--- config.mk ---
export PLATFORM = sky130hd
export DESIGN_NAME = lvr_supervisor
export DESIGN_NICKNAME = d
export VERILOG_FILES = /design/src/rtl/lvr_pkg.sv /design/src/rtl/lvr_cmp_cond.sv /design/src/rtl/lvr_ctrl.sv /design/src/rtl/lvr_supervisor.sv
export SDC_FILE = /design/constraint.sdc
export NUM_CORES = 1
export LEC_CHECK = 0
export BUFFER_PORTS_ARGS = -buffer_cell sky130_fd_sc_hd__buf_4
export CAP_MARGIN = 15
export CORE_MARGIN = 2
export CORE_UTILIZATION = 50
export DETAILED_ROUTE_END_ITERATION = 6
export PLACE_DENSITY = 0.8
export RECOVER_POWER = 50
export SLEW_MARGIN = 20
export SYNTH_ARGS = -nofsm -noshare
export SYNTH_HDL_FRONTEND = slang
export SYNTH_SLANG_ARGS = --single-unit
export TNS_END_PERCENT = 5
--- constraint.sdc ---
create_clock -name clk -period 1.65 [get_ports clk]
set_input_delay 0.495 -clock clk [delete_from_list [all_inputs] [get_ports clk]]
set_output_delay 0.495 -clock clk [all_outputs]
set_load 0.02 [all_outputs]
--- src/rtl/lvr_pkg.sv ---
package lvr_pkg;

    typedef struct packed {
        logic irq_en;   // bit 4
        logic stop_en;  // bit 3
        logic hi_sel;   // bit 2
        logic rst_en;   // bit 1
        logic det_en;   // bit 0
    } lvr_cfg_t;

    localparam lvr_cfg_t CFG_DEFAULT = '{irq_en: 1'b0, stop_en: 1'b0, hi_sel: 1'b0,
                                         rst_en: 1'b1, det_en: 1'b1};

    typedef enum logic [1:0] {
        ST_RUN      = 2'd0,
        ST_HOLD_POR = 2'd1,
        ST_HOLD_LV  = 2'd2
    } lvr_state_t;

    // Trip of the threshold currently selected
    function automatic logic pick_trip(lvr_cfg_t c, logic below_hi, logic below_lo);
        return c.hi_sel ? below_hi : below_lo;
    endfunction

    // Detector alive given enable and stop gating
    function automatic logic det_live(lvr_cfg_t c, logic in_stop);
        return c.det_en && (!in_stop || c.stop_en);
    endfunction

endpackage

--- src/rtl/lvr_cmp_cond.sv ---
module lvr_cmp_cond #(
    parameter int STAGES   = 2,
    parameter int FILT_CYC = 4,
    parameter bit USE_FILT = 1'b1,
    parameter bit RST_VAL  = 1'b1
) (
    input  logic clk,
    input  logic rst,
    input  logic raw_i,
    output logic cond_o
);
    localparam int CNT_W = $clog2(FILT_CYC + 1);

    logic [STAGES-1:0] chain;

    always_ff @(posedge clk) begin
        if (rst) chain <= {STAGES{RST_VAL}};
        else     chain <= {chain[STAGES-2:0], raw_i};
    end

    logic synced;
    assign synced = chain[STAGES-1];

    generate
        if (USE_FILT) begin : g_filt
            logic [CNT_W-1:0] cnt;
            logic             held;
            always_ff @(posedge clk) begin
                if (rst) begin
                    cnt  <= '0;
                    held <= RST_VAL;
                end else if (synced != held) begin
                    if (cnt == CNT_W'(FILT_CYC - 1)) begin
                        held <= synced;
                        cnt  <= '0;
                    end else begin
                        cnt <= cnt + 1'b1;
                    end
                end else begin
                    cnt <= '0;
                end
            end
            assign cond_o = held;
        end else begin : g_direct
            assign cond_o = synced;
        end
    endgenerate
endmodule

--- src/rtl/lvr_ctrl.sv ---
module lvr_ctrl
    import lvr_pkg::*;
#(
    parameter int N_EXT = 3
) (
    input  logic             clk,
    input  logic             rst,
    input  logic             por_s,
    input  logic             hi_f,
    input  logic             lo_f,
    input  logic             in_stop,
    input  logic             cfg_we,
    input  lvr_cfg_t         cfg_wr,
    input  logic             flag_ack,
    input  logic [N_EXT-1:0] ext_rst,
    output logic             chip_rst,
    output logic             lv_flag,
    output logic             lv_irq,
    output logic             stop2_inhibit,
    output logic [N_EXT+1:0] status,
    output lvr_cfg_t         cfg_q
);
    lvr_state_t state, nxt;
    logic trip, live, por_evt, lv_evt, flag_set;

    assign trip     = pick_trip(cfg_q, hi_f, lo_f);
    assign live     = det_live(cfg_q, in_stop);
    assign por_evt  = por_s && (state != ST_HOLD_POR);
    assign lv_evt   = !por_s && (state == ST_RUN) && live && trip && cfg_q.rst_en;
    assign flag_set = !por_s && (state == ST_RUN) && live && trip && !cfg_q.rst_en;

    always_comb begin
        nxt = state;
        if (por_s) begin
            nxt = ST_HOLD_POR;
        end else begin
            unique case (state)
                ST_RUN:      if (lv_evt) nxt = ST_HOLD_LV;
                ST_HOLD_POR: if (!lo_f)  nxt = ST_RUN;
                ST_HOLD_LV:  if (!trip)  nxt = ST_RUN;
                default:     nxt = ST_HOLD_POR;
            endcase
        end
    end

    always_ff @(posedge clk) begin
        if (rst) begin
            state         <= ST_HOLD_POR;
            chip_rst      <= 1'b1;
            status        <= {{N_EXT{1'b0}}, 2'b11};
            cfg_q         <= CFG_DEFAULT;
            lv_flag       <= 1'b0;
            stop2_inhibit <= 1'b0;
        end else begin
            state    <= nxt;
            chip_rst <= (nxt != ST_RUN);
            if (por_evt || lv_evt || (|ext_rst))
                status <= {ext_rst, por_evt | lv_evt, por_evt};
            if (por_s)       cfg_q <= CFG_DEFAULT;
            else if (cfg_we) cfg_q <= cfg_wr;
            if (por_s)         lv_flag <= 1'b0;
            else if (flag_set) lv_flag <= 1'b1;
            else if (flag_ack) lv_flag <= 1'b0;
            stop2_inhibit <= cfg_q.det_en && cfg_q.stop_en;
        end
    end

    assign lv_irq = lv_flag && cfg_q.irq_en;
endmodule

--- src/rtl/lvr_supervisor.sv ---
module lvr_supervisor
    import lvr_pkg::*;
#(
    parameter int SYNC_STAGES = 2,
    parameter int FILT_CYC    = 4,
    parameter int N_EXT       = 3
) (
    input  logic             clk,
    input  logic             rst,
    input  logic             por_below_i,
    input  logic             below_hi_i,
    input  logic             below_lo_i,
    input  logic             in_stop_i,
    input  logic             cfg_we_i,
    input  logic [4:0]       cfg_wr_i,
    input  logic             flag_ack_i,
    input  logic [N_EXT-1:0] ext_rst_i,
    output logic             chip_rst_o,
    output logic             lv_flag_o,
    output logic             lv_irq_o,
    output logic             stop2_inhibit_o,
    output logic [N_EXT+1:0] rst_status_o,
    output logic [4:0]       cfg_o
);
    localparam int N_CMP = 3;

    logic [N_CMP-1:0] raw, cond;
    logic             por_s;
    lvr_cfg_t         cfg_q;

    assign raw = {below_lo_i, below_hi_i, por_below_i};

    // channel 0 is power-on: synchronized only; trip levels are also filtered
    generate
        for (genvar ch = 0; ch < N_CMP; ch++) begin : g_cmp
            lvr_cmp_cond #(
                .STAGES  (SYNC_STAGES),
                .FILT_CYC(FILT_CYC),
                .USE_FILT(ch != 0),
                .RST_VAL (1'b1)
            ) u_cond (
                .clk   (clk),
                .rst   (rst),
                .raw_i (raw[ch]),
                .cond_o(cond[ch])
            );
        end
    endgenerate

    assign por_s = cond[0];

    lvr_ctrl #(.N_EXT(N_EXT)) u_ctrl (
        .clk          (clk),
        .rst          (rst),
        .por_s        (por_s),
        .hi_f         (cond[1]),
        .lo_f         (cond[2]),
        .in_stop      (in_stop_i),
        .cfg_we       (cfg_we_i),
        .cfg_wr       (lvr_cfg_t'(cfg_wr_i)),
        .flag_ack     (flag_ack_i),
        .ext_rst      (ext_rst_i),
        .chip_rst     (chip_rst_o),
        .lv_flag      (lv_flag_o),
        .lv_irq       (lv_irq_o),
        .stop2_inhibit(stop2_inhibit_o),
        .status       (rst_status_o),
        .cfg_q        (cfg_q)
    );

    assign cfg_o = cfg_q;
endmodule

* Word level (Yosys, flattened, before mapping)
Cells that the tools add are included.
** Storage, ports and cells
- Register bits :: 29
- Input bits :: 16
- Output and inout bits :: 14
- Logic and storage cells :: 61
** Cells by class
- $add $sub $neg :: 2
- Equality and inequality tests :: 7
- Muxes and demuxes :: 8
- Bitwise logic cells :: 3
- Reductions and logical operators :: 24
** Operators by type and width (count)
- $logic_and A1 B1 Y1 :: 9
- $reduce_or A3 Y1 :: 3
- $mux W2 :: 4
- $add A3 B1 Y3 const B :: 2
- $eq A3 B2 Y1 const B :: 2
- $pmux W2 S3 :: 1
- $reduce_and A2 Y1 :: 2
- $reduce_bool A2 Y1 :: 2
- $logic_not A1 Y1 :: 3
- $logic_or A1 B1 Y1 :: 3
- $mux W1 :: 3
- $eq A2 B1 Y1 const B :: 1
- $eq A2 B2 Y1 const B :: 1
- $logic_not A2 Y1 :: 1
- $ne A1 B1 Y1 :: 2
- $ne A2 B1 Y1 const B :: 1
- $not A1 Y1 :: 2
- $reduce_or A2 Y1 :: 1
- $or A1 B1 Y1 :: 1

* Logic depth before layout (Yosys ltp)
Gate-level depths: netlist of run 1.
- Depth after elaboration :: 10
- Depth in mapped cells :: 4
- Mapped depth without buffers :: 4

* By module
From an unflattened synthesis of run 1, not the netlist that was laid out.
** Unflattened totals
- Cell total of the unflattened synthesis :: 98
- Area, all modules :: 1063.5 sq um
** By module, submodules not included
- lvr_ctrl :: times used 1, cells each 60, area an instance 583.1 sq um, seq. area each 300.3 sq um
- lvr_cmp_cond (g_cmp[1].u_cond ...) :: times used 2, cells each 17, area an instance 214.0 sq um, seq. area each 120.1 sq um
- lvr_cmp_cond (g_cmp[0].u_cond) :: times used 1, cells each 4, area an instance 52.6 sq um, seq. area each 40.0 sq um

* Worst setup path before layout of run 1
OpenSTA, ideal clock, no wires.
- Kind :: in2reg
- Start :: input port in_stop_i
- End :: register u_ctrl.status[2]
- Setup time :: 0.116 ns
- Data arrival time :: 1.224 ns
- Data required time :: 1.534 ns
- Path slack :: 0.309 ns
- Cell stages on the path :: 4
- Cell sequence :: nor2b_2 nor3b_4 nand4b_4 a41o_1
** On the way
- Cells in the longest elaborated chain, start to end :: 8
** Ends and longest elaborated chain
- start: declaration :: line lvr_supervisor.sv:13 : input logic in_stop_i,
- $logic_not A1 Y1 :: line lvr_pkg.sv:27 : return c.det_en && (!in_stop || c.stop_en);
- $logic_or A1 B1 Y1 :: line lvr_pkg.sv:27
- $logic_and A1 B1 Y1 :: line lvr_pkg.sv:27
- $logic_and A1 B1 Y1 (3 in series) :: line lvr_ctrl.sv:29 : assign lv_evt = !por_s && (state == ST_RUN) && live && trip && cfg_q.rst_en;
- $logic_or A1 B1 Y1 (2 in series) :: line lvr_ctrl.sv:57 : if (por_evt || lv_evt || (|ext_rst))
- end signal: assignment :: line lvr_ctrl.sv:50 : status <= {{N_EXT{1'b0}}, 2'b11};
- end signal: assignment :: line lvr_ctrl.sv:58 : status <= {ext_rst, por_evt | lv_evt, por_evt};
- end: declaration :: line lvr_ctrl.sv:20 : output logic [N_EXT+1:0] status,
No other way between the ends.
A chain may end at the register's enable or synchronous reset.

* Worst setup path in the final report of run 1
- Start :: register u_ctrl.lv_flag
- End :: output port lv_irq_o
** On the way
- Cells in the longest elaborated chain, start to end :: 1
** Ends and longest elaborated chain
- start: declaration :: line lvr_ctrl.sv:17 : output logic lv_flag,
- start signal: assignment :: line lvr_ctrl.sv:52 : lv_flag <= 1'b0;
- start signal: assignment :: line lvr_ctrl.sv:61 : if (por_s) lv_flag <= 1'b0;
- start signal: assignment :: line lvr_ctrl.sv:62 : else if (flag_set) lv_flag <= 1'b1;
- $logic_and A1 B1 Y1 :: line lvr_ctrl.sv:68 : assign lv_irq = lv_flag && cfg_q.irq_en;
- end: declaration :: line lvr_supervisor.sv:20 : output logic lv_irq_o,
No other way between the ends.

==> results of run 1 <==
[per-stage QoR]
stage,hold WS [ns],area (µm²)
after floorplan,0.3895,1099
after global placement,0.3933,1325
after detailed placement,0.3983,1325
after CTS,0.3461,1395
after global routing,0.3458,1385
final,0.3568,1385
[per-layer routing]
layer | GRT usage [%] | share of wire (%)
met4 | 10.81 | 2.5
met5 | 0 | 0
met2 | 28.07 | 47
met1 | 17.82 | 44
met3 | 5.556 | 6.3
[registers in the layout (all words and copies together) (netlist names)]
register,count
g_cmp.u_cond.cond_o,2
g_cmp.u_cond.chain,6
u_ctrl.status,5
u_ctrl.stop2_inhibit,1
u_ctrl.chip_rst,1
g_cmp.u_cond.g_filt.cnt,6
u_ctrl.cfg_q,5
u_ctrl.state,2
u_ctrl.lv_flag,1
[worst min path at each step]
stage,from,endpoint,slack [ns],depth (start not counted)
after floorplan,g_cmp[0].u_cond.chain[0]$_SDFF_PP1_,g_cmp[0].u_cond.chain[1]$_SDFF_PP1_,0.39,1
after global placement,g_cmp[0].u_cond.chain[0]$_SDFF_PP1_,g_cmp[0].u_cond.chain[1]$_SDFF_PP1_,0.39,1
after detailed placement,g_cmp[0].u_cond.chain[0]$_SDFF_PP1_,g_cmp[0].u_cond.chain[1]$_SDFF_PP1_,0.40,1
after CTS,below_lo_i,g_cmp[2].u_cond.chain[0]$_SDFF_PP1_,0.35,2
after global routing,below_hi_i,g_cmp[1].u_cond.chain[0]$_SDFF_PP1_,0.35,2
final,below_lo_i,g_cmp[2].u_cond.chain[0]$_SDFF_PP1_,0.36,2
[synthesized netlist by cell type]
| cell type | instances |
|---|---|
| sky130_fd_sc_hd__a32oi_1 | 1 |
| sky130_fd_sc_hd__clkbuf_1 | 1 |
| sky130_fd_sc_hd__nor2b_1 | 5 |
| sky130_fd_sc_hd__nand3_1 | 1 |
| sky130_fd_sc_hd__or2_2 | 6 |
| sky130_fd_sc_hd__o21ai_0 | 1 |
| sky130_fd_sc_hd__or2_1 | 1 |
| sky130_fd_sc_hd__inv_1 | 6 |
| sky130_fd_sc_hd__a211o_1 | 2 |
| sky130_fd_sc_hd__nand4b_4 | 1 |
| sky130_fd_sc_hd__nor3_1 | 5 |
| sky130_fd_sc_hd__o21a_1 | 1 |
| sky130_fd_sc_hd__buf_6 | 1 |
| sky130_fd_sc_hd__buf_2 | 2 |
| sky130_fd_sc_hd__nor2_2 | 1 |
| sky130_fd_sc_hd__a31o_1 | 1 |
| sky130_fd_sc_hd__nand2b_1 | 1 |
| sky130_fd_sc_hd__nor4bb_1 | 1 |
| sky130_fd_sc_hd__mux2i_1 | 6 |
| sky130_fd_sc_hd__nor2_1 | 9 |
| sky130_fd_sc_hd__nor2b_2 | 1 |
| sky130_fd_sc_hd__a21oi_2 | 1 |
| sky130_fd_sc_hd__xnor2_1 | 2 |
| sky130_fd_sc_hd__or3_1 | 2 |
| sky130_fd_sc_hd__nor3b_4 | 1 |
| sky130_fd_sc_hd__a41o_1 | 3 |
| sky130_fd_sc_hd__dfxtp_1 | 29 |
| sky130_fd_sc_hd__nand2_1 | 5 |
| sky130_fd_sc_hd__and2_1 | 2 |
| sky130_fd_sc_hd__ha_1 | 4 |
[placed cells by master (no fill, tap or decap)]
master	synthesis	layout
sky130_fd_sc_hd__o21a_1	1	1
sky130_fd_sc_hd__clkbuf_8	0	2
sky130_fd_sc_hd__or2_2	6	6
sky130_fd_sc_hd__a31o_1	1	1
sky130_fd_sc_hd__o21ai_0	1	1
sky130_fd_sc_hd__inv_1	6	6
sky130_fd_sc_hd__nor3b_4	1	1
sky130_fd_sc_hd__and2_1	2	1
sky130_fd_sc_hd__clkbuf_4	0	5
sky130_fd_sc_hd__clkbuf_1	1	1
sky130_fd_sc_hd__ha_1	4	4
sky130_fd_sc_hd__nand4b_4	1	1
sky130_fd_sc_hd__a21oi_1	0	1
sky130_fd_sc_hd__nor3_1	5	5
sky130_fd_sc_hd__or2_1	1	1
sky130_fd_sc_hd__dfxtp_1	29	29
sky130_fd_sc_hd__mux2i_1	6	6
sky130_fd_sc_hd__xnor2_1	2	2
sky130_fd_sc_hd__buf_4	0	28
sky130_fd_sc_hd__a211o_1	2	2
sky130_fd_sc_hd__nand2_1	5	5
sky130_fd_sc_hd__nor2b_1	5	5
sky130_fd_sc_hd__nor4bb_1	1	1
sky130_fd_sc_hd__nor2_1	9	10
sky130_fd_sc_hd__nand2b_1	1	1
sky130_fd_sc_hd__nand3_1	1	1
sky130_fd_sc_hd__clkinv_2	0	1
sky130_fd_sc_hd__a41o_1	3	3
sky130_fd_sc_hd__or3_1	2	2
sky130_fd_sc_hd__nor2b_2	1	1
sky130_fd_sc_hd__and2_0	0	1
sky130_fd_sc_hd__a32oi_1	1	1
[area by class of cell]
cell class	count	area [µm²]
fillers	157	636.9
flip-flops and latches	29	580.6
multi-input cells	64	464.2
repair buffers	29	214.0
clock buffers	7	65.06
well taps	27	33.78
inverters	6	22.52
clock inverters	1	5.005
[power by group through the flow]
stage	logic, mW	registers (mW)	clock network (mW)
3_3_place_gp	0.0971	0.744	0
6_report	0.0974	0.728	0.477
5_1_grt	0.107	0.731	0.525
3_5_place_dp	0.0997	0.745	0
4_1_cts	0.100	0.729	0.492
2_1_floorplan	0.0466	0.752	0
[cells by family (layout without fill, tap and decap cells)]
| kind of cell | Yosys count | after routing | share of synthesized area (%) |
|---|---|---|---|
| AND/OR/NAND/NOR | 42 | 42 | 23.35 |
| flip-flops | 29 | 29 | 52.85 |
| AO/OA/AOI/OAI | 10 | 10 | 7.859 |
| buffers and inverters | 10 | 43 | 4.328 |
| multiplexers | 6 | 6 | 5.467 |
| adder cells (fa/ha/maj) | 4 | 4 | 4.556 |
| XOR/XNOR | 2 | 2 | 1.595 |
==> load_flow_metrics.sql, run 1 <==
INSERT INTO impl_metrics (metric_group, metric, value, unit) VALUES
('worst_setup_path', 'cp_slowest_stage_delay', '0.37', 'ns'),
('global_route', 'globalRouteTotalUtil', '16.68', '%'),
('worst_setup_path', 'critPathCaptureType', 'output pin', ''),
('global_route', 'grt_pass1_vias', '762', ''),
('power', 'power_switching_share', '21.90', '%'),
('timing', 'timing.final.max_slew_violations', '0', ''),
('power', 'ir_worst_vdd', '597.3', 'µV'),
('cts', 'clock_tree.htree_level_count', '2', ''),
('timing', 'worst-slew-pin-transition', '0.7556', 'ns'),
('floorplanning', 'die_h', '50.88', 'µm'),
('drt', 'final_antenna_net_count', '0', ''),
('worst_setup_path', 'path_max_fanout', '3', ''),
('worst_setup_path', 'crit_path_cell_trace', 'and2_1 -> buf_4', ''),
('worst_setup_path', 'critical_path.startpoint_type', 'flip-flop', ''),
('logic_synthesis', 'postSynthCellCount', '103', ''),
('floorplanning', 'row_count', '16', ''),
('timing', 'setup_tns', '0', 'ns'),
('cts', 'clkSinkCount', '29', ''),
('cells_and_area', 'finalNetCount', '155', ''),
('placed_design', 'dp.final_hpwl', '1.320', 'mm'),
('drt', 'firstDrtPassIters', '4', ''),
('run_status', 'run_status', 'finished clean', ''),
('logic_synthesis', 'synth_cell_types', '30', ''),
('power', 'seq_power_share', '55.9', '%'),
('timing', 'timing.slew.headroom', '49.63', '%'),
('timing', 'grt_setup_unrepaired', 'false', ''),
('cts', 'cts_setup_buffers', '0', ''),
('timing', 'finalHoldViolations', '0', ''),
('cts', 'tritoncts_clock_tree', 'built', ''),
('worst_setup_path', 'worstSetupEndpoint', 'lv_irq_o', ''),
('timing', 'layout_worst_path_cycle_share', '87.82', '%'),
('logic_synthesis', 'postSynthNetCount', '123', ''),
('power', 'combinationalPowerShare', '7.5', '%'),
('global_route', 'globalRoute.totalOverflow', '0', ''),
('worst_setup_path', 'slowest_stage', 'sky130_fd_sc_hd__dfxtp_1', ''),
('worst_setup_path', 'crit_required', '1.15', 'ns'),
('logic_synthesis', 'synth_top_cells_by_area', 'sky130_fd_sc_hd__dfxtp_1, sky130_fd_sc_hd__mux2i_1, sky130_fd_sc_hd__ha_1', ''),
('worst_setup_path', 'reg2reg_depth', '4', ''),
('worst_setup_path', 'setup.reg_to_reg.worst_slack', '0.32', 'ns'),
('power', 'power.density_cell_area', '940.7', 'nW/µm²'),
('power', 'p_switching', '285.3', 'µW'),
('drt', 'avgRoutedWirePerCell', '11.08', 'µm'),
('cells_and_area', 'layout_cell_share_with_drive_strength_beyond_1', '33.09', '%'),
('run', 'max-cap-violations', '0', ''),
('worst_setup_path', 'path_depth', '2', ''),
('timing', 'finClkSkew', '0.002679', 'ns'),
('cts', 'ctsHoldBuffers', '0', ''),
('placed_design', 'place_ws', '0.1551', 'ns'),
('worst_setup_path', 'terminus_of_the_critical_flop_to_flop_path', 'g_cmp[1].u_cond.g_filt.cnt[2]$_SDFF_PP0_', ''),
('worst_setup_path', 'timing_worst_setup_path_type', 'reg -> out', ''),
('floorplanning', 'dieArea', '2588', 'µm²'),
('cts', 'clk_pin_slew', '0.09', 'ns'),
('drt', 'wirelength', '1.806', 'mm'),
('timing', 'min_period', '1.449', 'ns'),
('floorplanning', 'io-pin-count', '30', ''),
('cts', 'worstSkewPairLatency', '0.32', 'ns'),
('timing', 'layout_setup_ws', '0.2010', 'ns'),
('placed_design', 'place.port_buffers', '29', ''),
('timing', 'achievable_clock_frequency', '0.6901', 'GHz'),
('cts', 'cts-root-buf', 'sky130_fd_sc_hd__clkbuf_4', ''),
('global_route', 'grt_start_max_net_pins', '21', ''),
('cells_and_area', 'antenna-diode-count', '0', ''),
('drt', 'drcViolationCount', '0', ''),
('floorplanning', 'start_util', '54.33', '%'),
('floorplanning', 'die-width', '50.88', 'µm'),
('worst_hold_path', 'timing.hold.worst.class', 'in -> reg', ''),
('worst_setup_path', 'cp_num_buf_inv', '1', ''),
('worst_setup_path', 'worst-endpoint-arrival', '0.95', 'ns'),
('global_route', 'antenna_found_initial', '0', ''),
('drt', 'vias', '791', ''),
('worst_setup_path', 'crit-reg2reg-launch', 'g_cmp[1].u_cond.g_filt.cnt[0]$_SDFF_PP0_', '');
Note: power is estimated with default switching activity, not from simulation.
==> run 2, diff against run 1 <==
--- a/config.mk
+++ b/config.mk
@@ -12,3 +12,3 @@
 export DETAILED_ROUTE_END_ITERATION = 6
-export PLACE_DENSITY = 0.8
+export PLACE_DENSITY = 0.85
 export RECOVER_POWER = 50
==> constraint.sdc (replaced) <==
create_clock -name clk -period 1.65 [get_ports clk]
set_input_delay 0.2475 -clock clk [delete_from_list [all_inputs] [get_ports clk]]
set_output_delay 0.2475 -clock clk [all_outputs]
set_load 0.02 [all_outputs]
==> load_flow_metrics.sql, run 2 (same netlist as run 1, synthesis figures left out) <==
INSERT INTO impl_metrics (metric_group, metric, value, unit) VALUES
('run_status', 'run_status', 'finished clean', ''),
('worst_setup_path', 'reg2reg_depth', '4', ''),
('global_route', 'antenna_found_initial', '0', ''),
('drt', 'dr_iter_0_viols', '2', ''),
('power', 'power.density_cell_area', '920.6', 'nW/µm²'),
('cts', 'clock_tree.htree_level_count', '2', ''),
('global_route', 'globalRoute.totalOverflow', '0', ''),
('timing', 'achievable_clock_frequency', '0.7358', 'GHz'),
('cts', 'tritoncts_clock_tree', 'built', ''),
('cells_and_area', 'syn2layout_area_growth', '21.87', '%'),
('cts', 'worstSkewPairLatency', '0.32', 'ns'),
('cells_and_area', 'antenna-diode-count', '0', ''),
('timing', 'timing.final.max_slew_violations', '0', ''),
('global_route', 'global_route_wire_length_before_repair', '3.360', 'mm'),
('worst_setup_path', 'crit_required', '1.87', 'ns'),
('worst_setup_path', 'terminus_of_the_critical_flop_to_flop_path', 'u_ctrl.status[3]$_SDFFE_PP0P_', ''),
('cts', 'clk_pin_slew', '0.08', 'ns'),
('cells_and_area', 'final_cell_mix', 'sky130_fd_sc_hd__dfxtp_1, sky130_fd_sc_hd__buf_4, sky130_fd_sc_hd__nor2_1, sky130_fd_sc_hd__clkbuf_1', ''),
('drt', 'wirelength', '1.948', 'mm'),
('placed_design', 'globalplace.congestion', '0.7501', ''),
('worst_setup_path', 'crit-reg2reg-launch', 'u_ctrl.cfg_q[3]$_SDFFE_PP0P_', ''),
('cells_and_area', 'layout_cell_share_with_drive_strength_beyond_1', '27.41', '%'),
('worst_setup_path', 'setup.reg_to_reg.worst_slack', '0.29', 'ns'),
('cts', 'postCtsResizedCells', '0', ''),
('cells_and_area', 'finalNetCount', '155', ''),
('run', 'max-cap-violations', '0', ''),
('cts', 'clkSinkCount', '29', ''),
('power', 'ir_worst_vdd', '643.2', 'µV'),
('worst_hold_path', 'timing.hold.worst.class', 'in -> reg', ''),
('worst_hold_path', 'hold_start', 'por_below_i', ''),
('floorplanning', 'die-width', '50.88', 'µm'),
('cts', 'cts_bufs_inserted', '5', ''),
('timing', 'layout_worst_path_cycle_share', '82.37', '%'),
('global_route', 'grt_pass1_vias', '802', ''),
('timing', 'min_period', '1.359', 'ns'),
('drt', 'vias_per_cell', '5.025', ''),
('global_route', 'globalRouteTotalUtil', '18.28', '%'),
('worst_setup_path', 'worst-endpoint-arrival', '1.58', 'ns'),
('worst_setup_path', 'critPathCaptureType', 'flip-flop', ''),
('drt', 'vias', '814', ''),
('timing', 'grt_setup_unrepaired', 'false', ''),
('floorplanning', 'dieArea', '2588', 'µm²'),
('timing', 'worst-slew-pin-transition', '0.7420', 'ns'),
('cells_and_area', 'final_common_cell', 'sky130_fd_sc_hd__dfxtp_1', ''),
('global_route', 'grt_start_max_net_pins', '21', ''),
('timing', 'finClkSkew', '0.003060', 'ns'),
('floorplanning', 'start_util', '54.33', '%'),
('worst_hold_path', 'min_delay_path_depth', '2', ''),
('power', 'total_leakage_power', '0.5819', 'nW'),
('floorplanning', 'core', '2022', 'µm²'),
('worst_hold_path', 'hold-path-endpoint', 'g_cmp[0].u_cond.chain[0]$_SDFF_PP1_', ''),
('timing', 'setup_tns', '0', 'ns'),
('drt', 'final_antenna_net_count', '0', ''),
('power', 'design_power', '1.232', 'mW'),
('cts', 'ctsHoldBuffers', '0', ''),
('drt', 'avgRoutedWirePerCell', '12.02', 'µm'),
('cts', 'max-clock-path-buffers', '2', ''),
('worst_setup_path', 'timing_worst_setup_path_type', 'reg -> reg', ''),
('worst_setup_path', 'timing.critical_path.from', 'u_ctrl.cfg_q[3]$_SDFFE_PP0P_', ''),
('cells_and_area', 'combined_area_of_the_multi_input_logic_cells', '459.2', 'µm²'),
('cells_and_area', 'finish.utilization', '66.21', '%'),
('placed_design', 'dp.final_hpwl', '1.487', 'mm'),
('timing', 'timing.slew.headroom', '50.53', '%'),
('cells_and_area', 'combined_flip_flop_and_latch_cell_area', '580.6', 'µm²'),
('placed_design', 'place.port_buffers', '29', ''),
('worst_setup_path', 'path_max_fanout', '5', ''),
('drt', 'firstDrtPassIters', '4', ''),
('placed_design', 'placedInstanceArea', '1325', 'µm²'),
('timing', 'finalHoldViolations', '0', ''),
('cells_and_area', 'reg.largest.list', 'g_cmp.u_cond.chain (6), g_cmp.u_cond.g_filt.cnt (6)', ''),
('cts', 'cts_setup_buffers', '0', ''),
('worst_setup_path', 'critical_path.startpoint_type', 'flip-flop', ''),
('cts', 'cts-root-buf', 'sky130_fd_sc_hd__clkbuf_4', ''),
('cells_and_area', 'final_area', '1339', 'µm²'),
('floorplanning', 'row_count', '16', ''),
('floorplanning', 'die_h', '50.88', 'µm'),
('cells_and_area', 'filler_cell_count', '181', ''),
('drt', 'drcViolationCount', '0', ''),
('floorplanning', 'io-pin-count', '30', ''),
('timing', 'hold_slack', '0.1089', 'ns'),
('timing', 'finalSetupViolations', '0', '');
## run 2: cell count changes in the layout (fill, tap and decap cells not counted)
| cell | delta |
|---|---|
| sky130_fd_sc_hd__clkbuf_8 | -1 |
| sky130_fd_sc_hd__buf_4 | -7 |
| sky130_fd_sc_hd__nor2_1 | -1 |
| sky130_fd_sc_hd__and2_1 | +1 |
| sky130_fd_sc_hd__clkbuf_1 | +8 |
| sky130_fd_sc_hd__a21oi_1 | -1 |
| sky130_fd_sc_hd__a21oi_2 | +1 |
| sky130_fd_sc_hd__clkinv_2 | -1 |
| sky130_fd_sc_hd__nor2_2 | +1 |
| sky130_fd_sc_hd__nor3b_4 | -1 |
| sky130_fd_sc_hd__nor3b_1 | +1 |
| sky130_fd_sc_hd__and2_0 | -1 |
## run 2: worst max path at each step
stage | depth (start not counted) | end
finish | 4 | u_ctrl.status[3]$_SDFFE_PP0P_
global placement | 4 | g_cmp[2].u_cond.g_filt.cnt[0]$_SDFF_PP0_
global route | 4 | u_ctrl.status[2]$_SDFFE_PP0P_
floorplan | 4 | u_ctrl.status[2]$_SDFFE_PP0P_
CTS | 4 | g_cmp[2].u_cond.g_filt.cnt[2]$_SDFF_PP0_
detailed placement | 4 | g_cmp[2].u_cond.g_filt.cnt[2]$_SDFF_PP0_
## run 2: per-layer routing
layer  vias up  part of all wire (%)  routed length (µm)  track usage (%)
met3         4                   9.6                 187            9.649
li1        412                     -                   -                -
met5         -                     0                   0                0
met4         0                   1.3                  26            10.81
met1       368                    39                 760            19.81
met2        30                    50                 974            28.29
## run 2: worst max-delay path, stage by stage, from the launching register on
cell and delay [ns]:
sky130_fd_sc_hd__dfxtp_1 0.39, sky130_fd_sc_hd__nor2b_2 0.07, sky130_fd_sc_hd__nor3b_1 0.37, sky130_fd_sc_hd__nand4b_4 0.19, sky130_fd_sc_hd__a41o_1 0.24
## run 2: power breakdown
group / switching [mW] / internal (mW) / total (mW) / leakage [nW]
registers: 0.0102 / 0.717 / 0.727 / 0.237
clock network: 0.215 / 0.201 / 0.415 / 0.0314
logic: 0.0428 / 0.0474 / 0.0901 / 0.313
## run 2: layout make-up
cell class	instances	share of cell area (%)
multi-input combinational	64	34.30
sequential	29	43.36
timing repair buffer	29	14.02
tap	27	2.523
inverter	6	1.682
clock buffer	7	4.112
## run 2: metrics by stage
stage | setup slack [ns] | cells
CTS | 0.3041 | 162
global placement | 0.4011 | 155
finish | 0.2909 | 162
global route | 0.1572 | 162
floorplan | 0.4005 | 103
detailed placement | 0.3257 | 155
